[src/rtl/fcmp_flags.sv]
module fcmp_flags #(
  parameter int DW = 64,
  parameter int SW = 32
) (
  input  logic          clk,
  input  logic          rst_n,
  input  logic          op_valid,
  input  logic          op_dbl,
  input  logic          cmp_zero,
  input  logic          inv_trap_en,
  input  logic          inv_clear,
  input  logic [DW-1:0] opnd_a,
  input  logic [DW-1:0] opnd_b,
  output logic          flag_n,
  output logic          flag_z,
  output logic          flag_c,
  output logic          flag_v,
  output logic          inv_sticky
);
  localparam int DE = (DW == 64) ? 11 : 8;
  localparam int SE = 8;
  localparam int DF = DW - 1 - DE;
  localparam int SF = SW - 1 - SE;

  logic [DW-1:0] b_in;
  logic          a_s, b_s, a_nan, b_nan;
  logic [DW-1:0] a_m, b_m;
  logic          both_zero, eq, lt;
  logic [3:0]    nzcv_nxt, nzcv_q;

  function automatic logic is_nan(input logic [DW-1:0] x, input logic dbl);
    if (dbl) return (&x[DW-2:DF]) && (|x[DF-1:0]);
    return (&x[SW-2:SF]) && (|x[SF-1:0]);
  endfunction

  assign b_in  = cmp_zero ? '0 : opnd_b;
  assign a_s   = op_dbl ? opnd_a[DW-1] : opnd_a[SW-1];
  assign b_s   = op_dbl ? b_in[DW-1]   : b_in[SW-1];
  assign a_m   = op_dbl ? {1'b0, opnd_a[DW-2:0]} : {{(DW-SW+1){1'b0}}, opnd_a[SW-2:0]};
  assign b_m   = op_dbl ? {1'b0, b_in[DW-2:0]}   : {{(DW-SW+1){1'b0}}, b_in[SW-2:0]};
  assign a_nan = is_nan(opnd_a, op_dbl);
  assign b_nan = is_nan(b_in, op_dbl);

  assign both_zero = (a_m == '0) && (b_m == '0);
  assign eq = both_zero || ((a_s == b_s) && (a_m == b_m));
  assign lt = !eq && ((a_s && !b_s) ||
                      (!a_s && !b_s && (a_m < b_m)) ||
                      (a_s && b_s && (a_m > b_m)));

  always_comb begin
    if (a_nan || b_nan) nzcv_nxt = 4'b0011;
    else if (eq)        nzcv_nxt = 4'b0110;
    else if (lt)        nzcv_nxt = 4'b1000;
    else                nzcv_nxt = 4'b0010;
  end

  always_ff @(posedge clk) begin
    if (!rst_n) begin
      nzcv_q     <= 4'b0000;
      inv_sticky <= 1'b0;
    end else begin
      if (op_valid) nzcv_q <= nzcv_nxt;
      if (op_valid && inv_trap_en && a_nan) inv_sticky <= 1'b1;
      else if (inv_clear)                   inv_sticky <= 1'b0;
    end
  end

  assign {flag_n, flag_z, flag_c, flag_v} = nzcv_q;
endmodule

[config.mk]
export PLATFORM = sky130hd
export DESIGN_NAME = fcmp_flags
export DESIGN_NICKNAME = d
export VERILOG_FILES = /design/src/rtl/fcmp_flags.sv
export SDC_FILE = /design/constraint.sdc
export NUM_CORES = 1
export LEC_CHECK = 0
export BUFFER_PORTS_ARGS = -buffer_cell sky130_fd_sc_hd__buf_2
export CORE_MARGIN = 2
export CORE_UTILIZATION = 25
export DETAILED_ROUTE_END_ITERATION = 12
export PLACE_DENSITY = 0.5
export SYNTH_ARGS = -nofsm -noshare
export SYNTH_HDL_FRONTEND = slang
export SYNTH_SLANG_ARGS = --single-unit
[constraint.sdc]
create_clock -name clk -period 3 [get_ports clk]
set_input_delay 0 -clock clk [delete_from_list [all_inputs] [get_ports clk]]
set_output_delay 0 -clock clk [all_outputs]
set_load 0.02 [all_outputs]
==> results of run 1 <==
## registers in the layout (all words and copies together), names as in the netlist
name        flops
inv_sticky      1
nzcv_q          4
## metrics by stage
stage | cell area (µm²) | power (W) | setup WS, ps | hold WS, ps
after global routing | 3590 | 0.000701 | 321 | 60.9
after floorplan | 2680 | 0.000315 | 269 | 117
after CTS | 3590 | 0.000637 | 521 | 37.6
after global placement | 3540 | 0.000500 | 375 | 259
after detailed placement | 3540 | 0.000509 | 297 | 257
final | 3590 | 0.000632 | 544 | 38.1
## per-layer routing
| layer | GRT usage [%] | routed length (µm) | vias up |
|---|---|---|---|
| met5 | 0 | 0 | - |
| met4 | 2.20 | 69 | 0 |
| met3 | 1.69 | 443 | 7 |
| met2 | 30.2 | 4890 | 76 |
| met1 | 22.3 | 4540 | 1520 |
| li1 | - | - | 1696 |
## cells in the final DEF (no fill, tap or decap), types with 2 or more instances in the layout
master	synthesis	final
a211oi_1	5	5
a21o_1	4	4
a21oi_1	23	23
a221oi_1	3	3
and2_1	32	32
and2b_1	2	2
and4_1	2	2
buf_2	0	139
buf_4	0	3
clkbuf_8	0	3
dfxtp_1	5	5
ha_1	66	66
inv_1	9	9
mux2i_1	2	2
nand2_1	52	52
nand2b_1	30	30
nand3_1	7	7
nand4_1	21	21
nand4b_1	3	3
nor2_1	14	14
nor2b_1	6	5
nor3_1	11	11
nor4_1	27	27
o2111ai_1	2	2
o21a_1	2	2
o21ai_0	12	12
o31ai_1	2	2
or3_1	2	2
## power by group through the flow
stage / combinational [W] / sequential, W / clock [W]
6_report: 0.000436 / 0.0000715 / 0.000124
2_1_floorplan: 0.000239 / 0.0000760 / 0
5_1_grt: 0.000498 / 0.0000719 / 0.000132
3_5_place_dp: 0.000436 / 0.0000724 / 0
4_1_cts: 0.000439 / 0.0000714 / 0.000126
3_3_place_gp: 0.000428 / 0.0000722 / 0
## final timing paths
kind / start / to / slack, ps / depth (start not counted)
hold / removal: rst_n / nzcv_q[3] / 40 / 2
hold reg to reg: inv_sticky / inv_sticky / 510 / 2
setup / recovery: cmp_zero / nzcv_q[3] / 540 / 12
setup reg to reg: nzcv_q[3] / nzcv_q[3] / 2290 / 2
## kinds of logic (layout without fill, tap and decap cells)
kind of cell               Yosys count  after routing  share of synthesized area [%]
buffers and inverters               21            156                           2.95
DFF                                  5              5                           3.74
adders and majority gates           66             66                           30.9
muxes                                2              2                          0.748
other                                0              1                              0
AOI/OAI and AO/OA                   67             67                           17.1
and+or+nand+nor                    216            216                           44.6
## cell type report
cell class / instances / area [µm²] / share of cell area (%)
Multi-Input combinational cell: 351 / 2500 / 69.6
Timing Repair Buffer: 143 / 738 / 20.6
Tap cell: 136 / 170 / 4.74
Sequential cell: 5 / 100 / 2.79
Clock buffer: 4 / 45.0 / 1.26
Inverter: 9 / 33.8 / 0.941
Antenna cell: 1 / 2.50 / 0.0697
==> run metrics, run 1 <==
CTS tree built; die outline area around 0.012 mm²; post-CTS setup buffer count 0; Setup Viol. Count Final 0; CTS Buf Count 3; most instantiated cells after synthesis 66 x ha_1, 52 x nand2_1, 32 x and2_1; status completed; DPL Wire Length about 8.9 mm; top_reg_cell synth dfxtp_1; CP endpoint kind flip-flop; slowest stage delay, CP 460 ps; Layout fillers 1176; register share of total power approximately 11%; CP Data Required Time 3110 ps; Core Region between 0.01 and 0.015 mm²; PwrDens 176 mW/mm²; Vias per Instance slightly above 5; IO Port Bufs roughly 140; Hold/Removal Path Class in -> reg; Setup Skew 0 ps; clk sink count 5; WS Path Type in -> reg; syn_nets 578; Global Route Usage Sum 16.9%; Avg Cell Area, Syn slightly above 7 µm²; cts repair resizes 0; most frequent cell after synthesis ha_1; CP Data Arrival Time between 2000 and 3000 ps; Tmin final between 2000 and 2500 ps; nets 714; Critical-path top delay cell nor4_1; clock-pin slew on the worst setup and hold paths 40 ps; Chip Width 107 µm; area delta synth->final 34.1%; leakage between 1.5 and 2 nW; fraction of the yosys area taken by sequential cells under 10%; Hold Buf Count CTS 0; TNS Setup 0 ps; cell taking the most area after synthesis ha_1; htree depth 1; Pre-antenna DRT Iters 4; initial drt markers 111; Starting Density between 20% and 30%; via count 3299; vias in the first global route ~3300; period utilisation layout between 80% and 90%; Hold Fails Final Rpt 0; Post-Route WL roughly 9.9 mm; GP Congestion 0.945; Synth area leaders ha_1 31%, and2_1 7.5%, nand2_1 7.3%; post-synth cell types 48; CTS root buf clkbuf_8; layout cells sized above 1 30.1%; final core occ about a third; post-synth top area share 30.9%; Sw Ratio 41.5%; Critical Path Start Type primary input; initial antenna violation count 1; DRC viols 0; routed len/inst roughly 15 µm; Logic pwr share 69.1%; Max VDD drop between 0.2 and 0.3 mV; clock power share 19.6%; first-pass GRT wire length 15.8 mm; internal power 0.000370 W; Async S/R FF share, synth 0%; maximum clock rate between 400 and 500 MHz; mapped cell area 0.00268 mm²; max-slew violations 0; crit-path leading delay family compound AO/OA/AOI/OAI gates; Max Buffers Root-to-Sink 2; placed cells 644; worst relative slew slack 58.2%; Synth Warn # 0; largest net degree at the start of global routing 40; RSZ-0062 raised after global routing no; Gate Count Post-Synth 377; chip height 107 µm; Crit path buffers/inverters 2; Slew @ Worst Pin 621 ps; Synth Register Bits 5; ANT nets after route 0; Rows 37; CP cell instances buf_2 -> buf_4 -> nand2b_1 -> ha_1 -> nand4_1 -> nor4_1 -> o31ai_1 -> o311ai_0 -> a31oi_1 -> o211a_1 -> o31a_1 -> o21a_1; worst-skew pair later-pin latency 220 ps; worst-path fanout max 23; GR Overflow Total 0; Top Ports 140; Final Non-Filler Cells 649; Max Cap Violations 0; Post-synth EDFFs 0; Psw between 0.0002 and 0.0003 W
No activity file was read; power rests on OpenSTA's default activity.
==> inputs of run 2 (changes only) <==
--- a/config.mk
+++ b/config.mk
@@ -5,6 +5,7 @@
 export SDC_FILE = /design/constraint.sdc
 export NUM_CORES = 1
 export LEC_CHECK = 0
+export ABC_AREA = 1
 export BUFFER_PORTS_ARGS = -buffer_cell sky130_fd_sc_hd__buf_2
 export CORE_MARGIN = 2
 export CORE_UTILIZATION = 25
==> constraint.sdc (replaced) <==
create_clock -name clk -period 2.16 [get_ports clk]
set_input_delay 0 -clock clk [delete_from_list [all_inputs] [get_ports clk]]
set_output_delay 0 -clock clk [all_outputs]
set_load 0.02 [all_outputs]
==> run metrics, run 2 <==
status completed; ANT nets after route 0 (unchanged); placed cells 931 (+45%); most instantiated cells after synthesis 229 x nand2_1, 80 x nor2_1, 78 x inv_1; area delta synth->final 32.2%; commonest non-fill, non-tap cell in the layout nand2_1; Post-synth EDFFs 0 (unchanged); PwrDens 271 mW/mm² (+54%); register share of total power 8.6% (-2.7 points); WS Path Type in -> reg; CP Data Arrival Time 2060 ps (-510 ps); Async S/R FF share, synth 0% (unchanged); Max Buffers Root-to-Sink 2 (unchanged); period utilisation layout about nine tenths; Setup Viol. Count Final 0 (unchanged); layout cells sized above 1 22.7% (-7.4 points); Slew @ Worst Pin 387 ps (-234 ps); die outline area 0.0141 mm² (+22%); initial drt markers 224 (+100%); max reg flops 4 (unchanged); fraction of the yosys area taken by sequential cells 3.04% (-0.70 points); largest registers nzcv_q (4), inv_sticky (1); clk sink count 5 (unchanged); chip height 119 µm (+10%); CTS Buf Count 3 (unchanged); CP Data Required Time 2280 ps (-830 ps); Post-Route WL 11.8 mm (+19%); post-synth top area share 26.1% (-4.7 points); Psw 0.000512 W (+95%); most frequent cell after synthesis nand2_1; Core Region 0.0127 mm² (+23%); Vias per Instance 4.43 (-13%); CP endpoint kind flip-flop; Rows 41 (+11%); most flop-heavy register nzcv_q; first-pass GRT wire length 19.3 mm (+23%); max-slew violations 0 (unchanged); Layout fillers 1506 (+28%); maximum clock rate 515 MHz; clock-pin slew on the worst setup and hold paths 30 ps (about the same); worst-path fanout max 36 (+57%); final core occ 34.2% (-0.42 points); DPL Wire Length 10.8 mm (+21%); Avg Cell Area, Syn 5.31 µm² (-25%); initial antenna violation count 1 (unchanged); CTS root buf clkbuf_16; nets 965 (+35%); syn_nets 821 (+42%); Max VDD drop 0.195 mV (-28%); GR Overflow Total 0 (unchanged); Chip Width 119 µm (+10%); Max Cap Violations 0 (unchanged); reg2reg start nzcv_q[0]; routed len/inst 12.7 µm (-17%); area occupied by multi-input gates 0.00282 mm² (+13%); Pwr Total 0.00118 W (+86%); Pre-antenna DRT Iters 4 (unchanged); internal power 0.000664 W (+80%); via count 4151 (+26%); clock power share 25.9% (+6.3 points); GP Congestion 0.846 (-10%); Global Route Usage Sum 16.5% (-0.32 points); worst relative slew slack 73.9% (+16 points); Synth Warn # 0 (unchanged); CTS tree built; largest net degree at the start of global routing 37 (-7.5%); IO Port Bufs 139 (unchanged); Critical Path Start Type primary input; top_reg_cell synth dfxtp_1; crit path from op_dbl; cell taking the most area after synthesis nand2_1; final hold slack 22.4 ps (-15.7 ps); Gate Count Post-Synth 620 (+64%); post-CTS setup buffer count 0 (unchanged); Top Ports 140 (unchanged); Starting Density 25.9% (+0.059 points); sequential cell area 100 µm² (unchanged); Tmin final 1940 ps; Setup Skew 0 ps (unchanged); Sw Ratio 43.5% (+2.0 points); post-synth cell types 29 (-40%); Hold/Removal Path Class in -> reg; Synth Register Bits 5 (unchanged); Synth area leaders nand2_1 26%, ha_1 25%, nor2_1 9.1%; Final Non-Filler Cells 936 (+44%); mapped cell area 0.00329 mm² (+23%); most frequent cells in the layout 229 x nand2_1, 139 x buf_2, 80 x nor2_1; leakage 2.50 nW (+53%); worst-skew pair later-pin latency 230 ps (about the same); DRC viols 0 (unchanged); Logic pwr share 65.6% (-3.5 points); vias in the first global route 4056 (+23%); Hold Crit Start inv_clear; Hold Fails Final Rpt 0 (unchanged); htree depth 1 (unchanged)
-- run 2: changes by cell type after synthesis, sizes merged, moves of 22 or more --
cell / delta
nor4: -22
and2: -33
nand2: +180
nand2b: -30
nor2: +71
nand3: +24
inv: +71
-- run 2: kinds of logic after synthesis --
| family | synth area share, % |
|---|---|
| simple gates | 49.7 |
| compound gates | 10.7 |
| buf+inv | 11.5 |
| fa+ha+maj | 25.1 |
| flops | 3.04 |
-- run 2: timing repair --
| action | in CTS | in global routing |
|---|---|---|
| setup endpoints to repair | 0 | 3 |
| gates resized for setup | 0 | 2 |
| hold buffers | 0 | 0 |
-- run 2: final timing paths --
kind                                    to  slack [ps]  cells after the start
worst max register to register   nzcv_q[0]        1510                      2
worst min-delay path            inv_sticky          20                      4
worst min register to register  inv_sticky         460                      2
worst max-delay path             nzcv_q[3]         220                     17
-- run 2: metrics by stage --
step	cell area, µm²	setup TNS, ps	setup WS [ps]
after floorplan	3290	0	253
after global placement	4260	-365	-130
after detailed placement	4260	-192	-76.3
after CTS	4340	0	139
after global routing	4350	-15.6	-11.0
final	4350	0	219
-- run 2: power groups by stage --
stage	Combinational (W)	Clock, W	Sequential, W
after floorplan	0.000445	0	0.000108
after CTS	0.000778	0.000307	0.000101
after global routing	0.000892	0.000319	0.000101
final	0.000772	0.000304	0.000101
after global placement	0.000780	0	0.000102
after detailed placement	0.000772	0	0.000102
-- run 2: metal layers --
metal | global-route usage (%) | wire, µm
met1 | 22.5 | 5680
met3 | 2.51 | 825
met2 | 28.8 | 5310
met5 | 0 | 0
met4 | 0.893 | 27
-- run 2: worst max-delay path: stages --
cell and delay (ps):
buf_2 140, inv_2 80, nor2_4 110, buf_12 190, nand2_1 110, ha_1 320
nand2_1 80, nor2_1 160, nand3_1 120, nor3_2 150, nand2_1 70, nor2_1 160
nor2_1 50, nand2_1 60, nand3_1 100, nand2_1 100, a21oi_2 50
-- run 2: final cells by class --
class | instances | area share, %
inverter | 80 | 6.90
timing repair buffer | 152 | 19.1
sequential | 5 | 2.30
antenna | 1 | 0.0575
clock buffer | 4 | 1.81
tap | 172 | 4.95
multi-input combinational | 522 | 64.9
